<file path="config.mk">
export PLATFORM = sky130hd
export DESIGN_NAME = orow_sequencer
export DESIGN_NICKNAME = d
export VERILOG_FILES = /design/src/rtl/orow_pkg.sv /design/src/rtl/orow_bank_table.sv /design/src/rtl/orow_fsm.sv /design/src/rtl/orow_rd_return.sv /design/src/rtl/orow_sequencer.sv
export SDC_FILE = /design/constraint.sdc
export NUM_CORES = 1
export LEC_CHECK = 0
export ABC_AREA = 1
export BUFFER_PORTS_ARGS = -buffer_cell sky130_fd_sc_hd__buf_4
export CAP_MARGIN = 15
export CORE_MARGIN = 2
export CORE_UTILIZATION = 55
export DETAILED_ROUTE_END_ITERATION = 16
export GPL_TIMING_DRIVEN = 0
export PLACE_DENSITY_LB_ADDON = 0.05
export SLEW_MARGIN = 25
export SYNTH_ARGS = -nofsm -noshare
export SYNTH_HDL_FRONTEND = slang
export SYNTH_SLANG_ARGS = --single-unit
</file>
<file path="constraint.sdc">
create_clock -name clk -period 6.7 [get_ports clk]
set_clock_uncertainty 0.2 [all_clocks]
set_input_delay 1.005 -clock clk [delete_from_list [all_inputs] [get_ports clk]]
set_output_delay 1.005 -clock clk [all_outputs]
set_load 0.005 [all_outputs]
</file>
<file path="src/rtl/orow_pkg.sv">
package orow_pkg;
    typedef enum logic [2:0] {
        CMD_NOP = 3'd0,
        CMD_ACT = 3'd1,
        CMD_RD  = 3'd2,
        CMD_WR  = 3'd3,
        CMD_PRE = 3'd4
    } dram_cmd_e;

    typedef enum logic [2:0] {
        ST_IDLE,
        ST_CHECK,
        ST_PRE,
        ST_ACT,
        ST_COL
    } seq_state_e;
endpackage

</file>
<file path="src/rtl/orow_bank_table.sv">
module orow_bank_table
    import orow_pkg::*;
#(
    parameter int N_BANKS = 4,
    parameter int ROW_W   = 12,
    parameter int T_STEP  = 4,
    localparam int BANK_W = $clog2(N_BANKS),
    localparam int TMR_W  = $clog2(T_STEP + 1)
) (
    input  logic              clk,
    input  logic              rst_n,
    input  logic              upd_en,
    input  dram_cmd_e         upd_cmd,
    input  logic [BANK_W-1:0] upd_bank,
    input  logic [ROW_W-1:0]  upd_row,
    input  logic [BANK_W-1:0] q_bank,
    output logic              q_open,
    output logic [ROW_W-1:0]  q_row,
    output logic              q_tmr_ok,
    output logic              q_last_col
);
    logic [N_BANKS-1:0] open_v;
    logic [N_BANKS-1:0] lastcol_v;
    logic [N_BANKS-1:0] tmr_zero_v;
    logic [ROW_W-1:0]   row_a [N_BANKS];

    for (genvar g = 0; g < N_BANKS; g++) begin : g_bank
        logic [TMR_W-1:0] tmr;
        logic             hit;
        assign hit = upd_en && (upd_bank == BANK_W'(g));
        assign tmr_zero_v[g] = (tmr == '0);

        always_ff @(posedge clk) begin
            if (!rst_n) begin
                open_v[g]    <= 1'b0;
                lastcol_v[g] <= 1'b0;
                row_a[g]     <= '0;
                tmr          <= '0;
            end else if (hit) begin
                tmr <= TMR_W'(T_STEP - 1);
                unique case (upd_cmd)
                    CMD_ACT: begin
                        open_v[g]    <= 1'b1;
                        row_a[g]     <= upd_row;
                        lastcol_v[g] <= 1'b0;
                    end
                    CMD_PRE: begin
                        open_v[g]    <= 1'b0;
                        lastcol_v[g] <= 1'b0;
                    end
                    CMD_RD, CMD_WR: lastcol_v[g] <= 1'b1;
                    default: ;
                endcase
            end else if (tmr != '0) begin
                tmr <= tmr - 1'b1;
            end
        end
    end

    assign q_open     = open_v[q_bank];
    assign q_row      = row_a[q_bank];
    assign q_tmr_ok   = tmr_zero_v[q_bank];
    assign q_last_col = lastcol_v[q_bank];
endmodule

</file>
<file path="src/rtl/orow_fsm.sv">
module orow_fsm
    import orow_pkg::*;
#(
    parameter int N_BANKS = 4,
    parameter int ROW_W   = 12,
    parameter int COL_W   = 8,
    parameter int DATA_W  = 16,
    localparam int BANK_W = $clog2(N_BANKS),
    localparam int ADDR_W = (ROW_W > COL_W) ? ROW_W : COL_W
) (
    input  logic              clk,
    input  logic              rst_n,
    input  logic              req_valid,
    output logic              req_ready,
    input  logic [BANK_W-1:0] req_bank,
    input  logic [ROW_W-1:0]  req_row,
    input  logic [COL_W-1:0]  req_col,
    input  logic              req_we,
    input  logic [DATA_W-1:0] req_wdata,
    output logic [BANK_W-1:0] q_bank,
    input  logic              q_open,
    input  logic [ROW_W-1:0]  q_row,
    input  logic              q_tmr_ok,
    input  logic              q_last_col,
    output logic              iss_en,
    output dram_cmd_e         iss_cmd,
    output logic [ROW_W-1:0]  iss_row,
    output logic [2:0]        dram_cmd,
    output logic [BANK_W-1:0] dram_bank,
    output logic [ADDR_W-1:0] dram_addr,
    output logic [DATA_W-1:0] dram_wdata
);
    seq_state_e        state, state_nx;
    logic [BANK_W-1:0] rq_bank;
    logic [ROW_W-1:0]  rq_row;
    logic [COL_W-1:0]  rq_col;
    logic              rq_we;
    logic [DATA_W-1:0] rq_wdata;

    assign req_ready = (state == ST_IDLE);
    assign q_bank    = rq_bank;
    assign iss_row   = rq_row;

    always_ff @(posedge clk) begin
        if (!rst_n) state <= ST_IDLE;
        else        state <= state_nx;
    end

    always_ff @(posedge clk) begin
        if (!rst_n) begin
            rq_bank  <= '0;
            rq_row   <= '0;
            rq_col   <= '0;
            rq_we    <= 1'b0;
            rq_wdata <= '0;
        end else if (state == ST_IDLE && req_valid) begin
            rq_bank  <= req_bank;
            rq_row   <= req_row;
            rq_col   <= req_col;
            rq_we    <= req_we;
            rq_wdata <= req_wdata;
        end
    end

    always_comb begin
        state_nx = state;
        iss_en   = 1'b0;
        iss_cmd  = CMD_NOP;
        unique case (state)
            ST_IDLE:  if (req_valid) state_nx = ST_CHECK;
            ST_CHECK: begin
                if (q_open && q_row == rq_row) state_nx = ST_COL;
                else if (q_open)               state_nx = ST_PRE;
                else                           state_nx = ST_ACT;
            end
            ST_PRE: if (q_tmr_ok) begin
                iss_en   = 1'b1;
                iss_cmd  = CMD_PRE;
                state_nx = ST_ACT;
            end
            ST_ACT: if (q_tmr_ok) begin
                iss_en   = 1'b1;
                iss_cmd  = CMD_ACT;
                state_nx = ST_COL;
            end
            ST_COL: if (q_tmr_ok || q_last_col) begin
                iss_en   = 1'b1;
                iss_cmd  = rq_we ? CMD_WR : CMD_RD;
                state_nx = ST_IDLE;
            end
            default: state_nx = ST_IDLE;
        endcase
    end

    always_ff @(posedge clk) begin
        if (!rst_n) begin
            dram_cmd   <= CMD_NOP;
            dram_bank  <= '0;
            dram_addr  <= '0;
            dram_wdata <= '0;
        end else begin
            dram_cmd   <= iss_en ? iss_cmd : CMD_NOP;
            dram_bank  <= iss_en ? rq_bank : '0;
            dram_wdata <= (iss_en && iss_cmd == CMD_WR) ? rq_wdata : '0;
            unique case (iss_cmd)
                CMD_ACT:        dram_addr <= ADDR_W'(rq_row);
                CMD_RD, CMD_WR: dram_addr <= ADDR_W'(rq_col);
                default:        dram_addr <= '0;
            endcase
        end
    end
endmodule

</file>
<file path="src/rtl/orow_rd_return.sv">
module orow_rd_return #(
    parameter int DATA_W = 16,
    parameter int RD_LAT = 2
) (
    input  logic              clk,
    input  logic              rst_n,
    input  logic              rd_issued,
    input  logic [DATA_W-1:0] dram_rdata,
    output logic              rsp_valid,
    output logic [DATA_W-1:0] rsp_data
);
    logic [RD_LAT-1:0] pend;

    always_ff @(posedge clk) begin
        if (!rst_n) begin
            pend      <= '0;
            rsp_valid <= 1'b0;
            rsp_data  <= '0;
        end else begin
            pend[0] <= rd_issued;
            for (int i = 1; i < RD_LAT; i++) pend[i] <= pend[i-1];
            rsp_valid <= pend[RD_LAT-1];
            if (pend[RD_LAT-1]) rsp_data <= dram_rdata;
        end
    end
endmodule

</file>
<file path="src/rtl/orow_sequencer.sv">
module orow_sequencer
    import orow_pkg::*;
#(
    parameter int N_BANKS = 4,
    parameter int ROW_W   = 12,
    parameter int COL_W   = 8,
    parameter int DATA_W  = 16,
    parameter int T_STEP  = 4,
    parameter int RD_LAT  = 2,
    localparam int BANK_W = $clog2(N_BANKS),
    localparam int ADDR_W = (ROW_W > COL_W) ? ROW_W : COL_W
) (
    input  logic              clk,
    input  logic              rst_n,
    input  logic              req_valid,
    output logic              req_ready,
    input  logic [BANK_W-1:0] req_bank,
    input  logic [ROW_W-1:0]  req_row,
    input  logic [COL_W-1:0]  req_col,
    input  logic              req_we,
    input  logic [DATA_W-1:0] req_wdata,
    output logic [2:0]        dram_cmd,
    output logic [BANK_W-1:0] dram_bank,
    output logic [ADDR_W-1:0] dram_addr,
    output logic [DATA_W-1:0] dram_wdata,
    input  logic [DATA_W-1:0] dram_rdata,
    output logic              rsp_valid,
    output logic [DATA_W-1:0] rsp_data
);
    logic [BANK_W-1:0] q_bank;
    logic              q_open, q_tmr_ok, q_last_col;
    logic [ROW_W-1:0]  q_row;
    logic              iss_en;
    dram_cmd_e         iss_cmd;
    logic [ROW_W-1:0]  iss_row;

    orow_bank_table #(.N_BANKS(N_BANKS), .ROW_W(ROW_W), .T_STEP(T_STEP)) u_table (
        .clk(clk), .rst_n(rst_n),
        .upd_en(iss_en), .upd_cmd(iss_cmd), .upd_bank(q_bank), .upd_row(iss_row),
        .q_bank(q_bank), .q_open(q_open), .q_row(q_row),
        .q_tmr_ok(q_tmr_ok), .q_last_col(q_last_col)
    );

    orow_fsm #(.N_BANKS(N_BANKS), .ROW_W(ROW_W), .COL_W(COL_W), .DATA_W(DATA_W)) u_fsm (
        .clk(clk), .rst_n(rst_n),
        .req_valid(req_valid), .req_ready(req_ready), .req_bank(req_bank),
        .req_row(req_row), .req_col(req_col), .req_we(req_we), .req_wdata(req_wdata),
        .q_bank(q_bank), .q_open(q_open), .q_row(q_row),
        .q_tmr_ok(q_tmr_ok), .q_last_col(q_last_col),
        .iss_en(iss_en), .iss_cmd(iss_cmd), .iss_row(iss_row),
        .dram_cmd(dram_cmd), .dram_bank(dram_bank),
        .dram_addr(dram_addr), .dram_wdata(dram_wdata)
    );

    orow_rd_return #(.DATA_W(DATA_W), .RD_LAT(RD_LAT)) u_ret (
        .clk(clk), .rst_n(rst_n),
        .rd_issued(dram_cmd == CMD_RD), .dram_rdata(dram_rdata),
        .rsp_valid(rsp_valid), .rsp_data(rsp_data)
    );
endmodule

</file>
# [Yosys cells after proc, flatten, opt, wreduce, memory -nomap -nowiden]
# Memories as Yosys holds them, arrays and structs flattened. A register that Yosys moved wholly into a read port is not among the register bits.
# Cells that the tools add are included.
[totals] regBits=114 mem_bits_rw=48 mem_count=1 out_inout_bits=51 in_bits=58
[classes] n_eq_ne=17 muxes=52 addsub=4 n_reduce_logical=42 bitwise_logic=5 magnitude_cmp=1
[mem_list] memory="u_table.row_a" words=4 width=12 rd=1 rd_clocked_by_memory_dff=1 write_ports=4 line="orow_bank_table.sv:25" source="logic [ROW_W-1:0] row_a [N_BANKS];"
[op_table] op="2-to-1 mux 12 bit" n=4
[op_table] op="case mux 12 bit (2 select lines)" n=1
[op_table] op="2-to-1 mux 1 bit" n=22
[op_table] op="2-to-1 mux 3 bit" n=7
[op_table] op="2-to-1 mux 2 bit" n=10
[op_table] op="AND reduction 2 bit" n=10
[op_table] op="equality test 3 x 2 -> 1 bit (second input constant)" n=5
[op_table] op="zero test 3 bit" n=5
[op_table] op="case mux 3 bit (5 select lines)" n=1
[op_table] op="OR reduction 2 bit" n=7
[op_table] op="equality test 12 bit" n=1
[op_table] op="nonzero test 2 bit" n=6
[op_table] op="nonzero test 3 bit" n=4
[op_table] op="subtractor 3 x 1 -> 3 bit (second input constant)" n=4
[op_table] op="case mux 3 bit (3 select lines)" n=1
[op_table] op="logical AND 1 bit" n=7
[op_table] op="binary-select mux 1 bit (select 2 bit)" n=3
[op_table] op="equality test 3 x 1 -> 1 bit (second input constant)" n=2
[op_table] op="equality test 3 bit (second input constant)" n=2
[op_table] op="!= test 2 x 1 -> 1 bit (second input constant)" n=3
[op_table] op="case mux 1 bit (2 select lines)" n=3
[op_table] op="equality test 2 bit (second input constant)" n=2
[op_table] op="OR 1 bit" n=4
[op_table] op="AND reduction 4 bit" n=1
[op_table] op="6 further kinds" n=6

# [Longest topological paths before layout]
[depth] depth_word=12 ltp_mapped=16

# [Modules after synthesis]
# Synthesis repeated with hierarchy kept, for this count alone.
[hier_totals] hier_cells=792 area_unflattened_um2=6770.2
[by_module_without_submodules] module="orow_bank_table" instances=1 cells_per_inst=338 seq_area_each_um2=1841.8 area_per_inst_um2=3141.8
[by_module_without_submodules] module="orow_fsm" instances=1 cells_per_inst=340 seq_area_each_um2=1501.4 area_per_inst_um2=2844.0
[by_module_without_submodules] module="orow_rd_return" instances=1 cells_per_inst=111 seq_area_each_um2=380.4 area_per_inst_um2=770.7
[by_module_without_submodules] module="orow_sequencer" instances=1 cells_per_inst=3 seq_area_each_um2=0.0 area_per_inst_um2=13.8

# [Least setup slack after synthesis]
# OpenSTA, ideal clock, no wires.
[synth_timing] kind="flip-flop to flip-flop" start="register u_table.g_bank[0].tmr[0]" end="memory u_table.row_a[0][0], enable pin" n_path_buf=1 required_time_ns=6.102 stages_incl_launch_ff=12 setup_ns=0.398 arrival_time_ns=2.344 path_slack_ns=3.758 path_cell_list="dfxtp_1 inv_1 ha_1 inv_1 nor2_1 a22oi_1 nand2_2 buf_4 nand2_2 inv_2 nand2_1 o21ai_0"
[synth_lines] item="start, declared" line="orow_bank_table.sv:28" source="logic [TMR_W-1:0] tmr;"
[synth_lines] item="start signal, assigned" line="orow_bank_table.sv:40" source="tmr <= TMR_W'(T_STEP - 1);"
[synth_lines] item="start signal, assigned" line="orow_bank_table.sv:55" source="tmr <= tmr - 1'b1;"
[synth_lines] item="end, declared" line="orow_bank_table.sv:25"

# [Worst setup path in the final report]
[layout_timing] start="register u_fsm.state[0]" end="output req_ready"
[layout_between] elab_chain_cells=1
[layout_lines] item="start, declared" line="orow_fsm.sv:33" source="seq_state_e state, state_nx;"
[layout_lines] item="start signal, assigned" line="orow_fsm.sv:46" source="else state <= state_nx;"
[layout_lines] item="zero test 3 bit" line="orow_fsm.sv:40" source="assign req_ready = (state == ST_IDLE);"
[layout_lines] item="end, declared" line="orow_sequencer.sv:16" source="output logic req_ready,"
# No other way between the ends.

==> flow_metrics.py <==
metrics = {
    "sta": {
        "rsz0062_at_grt": "false",
        "setup_tns_ps": 0,
        "fmax_ghz": 0.346,
        "min_period_ps": 2890,
        "finalSetupViolCount": 0,
        "worst_hold_slack_ps": 216,
        "hold_viol": 0,
        "worst_pin_slew_ps": 740,
        "post-route-period-util": 0.432,
        "slew_headroom": 0.504,
        "report.final.slew_viol_count": 0,
    },
    "worst_setup_path": {
        "ff2ff_setup_slack_ps": 3850,
        "worstSetupPathType": "reg -> out",
        "critPathArrivalTime_ps": 1690,
        "cp_common_cell": "buf_4",
        "crit_slowest_cell": "clkbuf_1",
        "critPathLaunchType": "flop",
        "cp.required_ps": 5490,
        "path_buf_inv": 3,
        "critPathMaxFanout": 10,
        "crit_family": "buffers and inverters",
        "cp_cell_sequence": "buf_4 -> nor3_1 -> clkbuf_1 -> buf_4",
        "crit_path_end_kind": "output port",
        "max_stage_delay_ps": 360,
    },
    "synthesis": {
        "synth_seq_cells": 164,
        "yosysUniqueCellTypes": 29,
        "syn-mean-instance-area_um2": 8.59,
        "syn-num-nets": 826,
        "syn-cell-area_mm2": 0.00653,
        "ys_warn_count": 0,
        "netlist_instances": 760,
        "ys_seq_area_frac": 0.577,
    },
    "route": {
        "vias": 5614,
        "drt-wirelength-per-cell_um": 16.2,
        "via_per_inst": 5.37,
        "routed_wl_um": 16900,
        "dr.pass1.iters": 11,
        "drc": 2,
        "drt_iter0_markers": 403,
        "drtAntennaViolNets": 0,
    },
    "layout": {
        "drive_above_1_share": 0.208,
        "finalNonFillerCells": 1046,
        "postLayoutCellArea_mm2": 0.00818,
        "final_cell_mix": "nand2_1, dfxtp_1, buf_4",
        "post-route-util": 0.710,
        "antenna_cells": 0,
        "layout_commonest_cell": "nand2_1",
        "area_growth_pct": 25.3,
        "fin_nets": 956,
    },
    "clocking": {
        "clk_latency_ps": 420,
        "htree_levels": 4,
        "cts_resized": 0,
        "clk_pin_slew_worst_paths_ps": 60,
        "clockBufferDepth": 2,
        "cts_root_buffer": "clkbuf_16",
        "cts_hold_buf": 0,
        "cts_tree": "yes",
        "cts_buffers": 17,
        "post-cts-setup-buffer-count": 0,
        "cts.sinks": 164,
    },
    "floorplanning": {
        "ioPinCount": 109,
        "start_util": 0.567,
        "die-width_um": 113,
        "die_area_mm2": 0.0128,
        "core_area_mm2": 0.0115,
        "chipHeight_um": 113,
        "fp-row-count": 39,
    },
    "power": {
        "p_leak_uw": 0.00352,
        "p_per_area_mw_per_mm2": 368,
        "ir_drop_mv": 0.196,
    },
    "grt": {
        "grt_max_degree": 17,
        "grtUsageTotal": 0.273,
        "antenna_found_initial": 0,
        "grt_pass1_vias": 5512,
        "grt_overflow": 0,
        "grt_pass1_wl_um": 27000,
    },
    "place": {
        "dpl_cell_area_mm2": 0.00757,
        "dp.cells": 1014,
        "hpwl_um": 12000,
        "gp_congestion": 0.899,
        "io_buffer_count": 107,
    },
    "flow_run": {
        "maxCapViolCount": 0,
    },
    "status": {
        "status": "finished, violations left",
        "violations": "design-rule violations",
    },
    "min_path": {
        "hold_path_class": "reg -> reg",
    },
}
-- registers in the layout (all words and copies together) (netlist names), 3 cells and up, named ones only --
| signal | cells |
|---|---|
| u_ret.rsp_data | 16 |
| u_fsm.rq_wdata | 16 |
| u_table.row_a | 48 |
| u_table.g_bank.tmr | 12 |
| u_fsm.state | 3 |
| u_fsm.dram_wdata | 16 |
| u_fsm.rq_col | 8 |
| u_fsm.dram_addr | 12 |
| u_fsm.dram_cmd | 3 |
| u_fsm.iss_row | 12 |
| u_table.lastcol_v | 4 |
| u_table.open_v | 4 |
-- worst min-delay path, cell delays in order, from the launching register on --
cell     delay [ps]
dfxtp_1         310
nand2_1          50
inv_1            40
-- metal layers --
metal  GRT usage  routed length [um]
met1       0.349                7180
met2       0.450                8030
met3      0.0675                1290
met4       0.107                 432
met5           0                   0
-- path summary, 6_finish.rpt --
path                         end                      from  depth (start not counted)
max                    req_ready            u_fsm.state[0]                          4
min                u_ret.pend[1]             u_ret.pend[0]                          2
max reg2reg  u_table.row_a[2][3]  u_table.g_bank[2].tmr[0]                         12
min reg2reg        u_ret.pend[1]             u_ret.pend[0]                          2
-- power breakdown --
group / switching, uW / internal, uW / total (uW) / leakage [uW]
clock: 382 / 605 / 988 / 0.000303
sequential: 72.3 / 1150 / 1220 / 0.00144
combinational: 537 / 264 / 801 / 0.00178
total: 992 / 2020 / 3010 / 0.00352
-- final cells by class --
class | instances | area, um2
Buffer | 33 | 145
Clock buffer | 26 | 552
Clock inverter | 6 | 60.1
Fill cell | 920 | 3330
Inverter | 62 | 235
Multi-Input combinational cell | 501 | 2400
Sequential cell | 164 | 3760
Tap cell | 143 | 179
Timing Repair Buffer | 111 | 848
-- cell usage after synthesis, drive strengths merged --
cell    instances  area (um2)
clkinv          1        3.75
nand4           4        50.1
buf             9        55.0
nor3           16        85.1
a21oi          66         330
clkbuf         24        90.1
inv            61         231
ha              8         100
edfxtp         48        1440
nand2         162         646
a22oi           2        20.0
nand3          63         315
o21ai          54         282
xor2            4        35.0
xnor2           4        35.0
nor2          118         485
dfxtp         116        2320
-- stage by stage --
stage / worst slack (ps) / power (uW)
after floorplan: 3760 / 1790
after global placement: 2770 / 1980
after detailed placement: 3690 / 2030
after CTS: 3790 / 3010
after global routing: 3630 / 3160
final: 3810 / 3010
-- cells by family after synthesis --
kind of cell | synth area share
AND/OR/NAND/NOR | 0.242
flip-flops | 0.577
AO/OA/AOI/OAI | 0.0968
buffers and inverters | 0.0583
XOR/XNOR | 0.0107
adder cells (fa/ha/maj) | 0.0153
No activity file was read; power rests on OpenSTA's default activity.
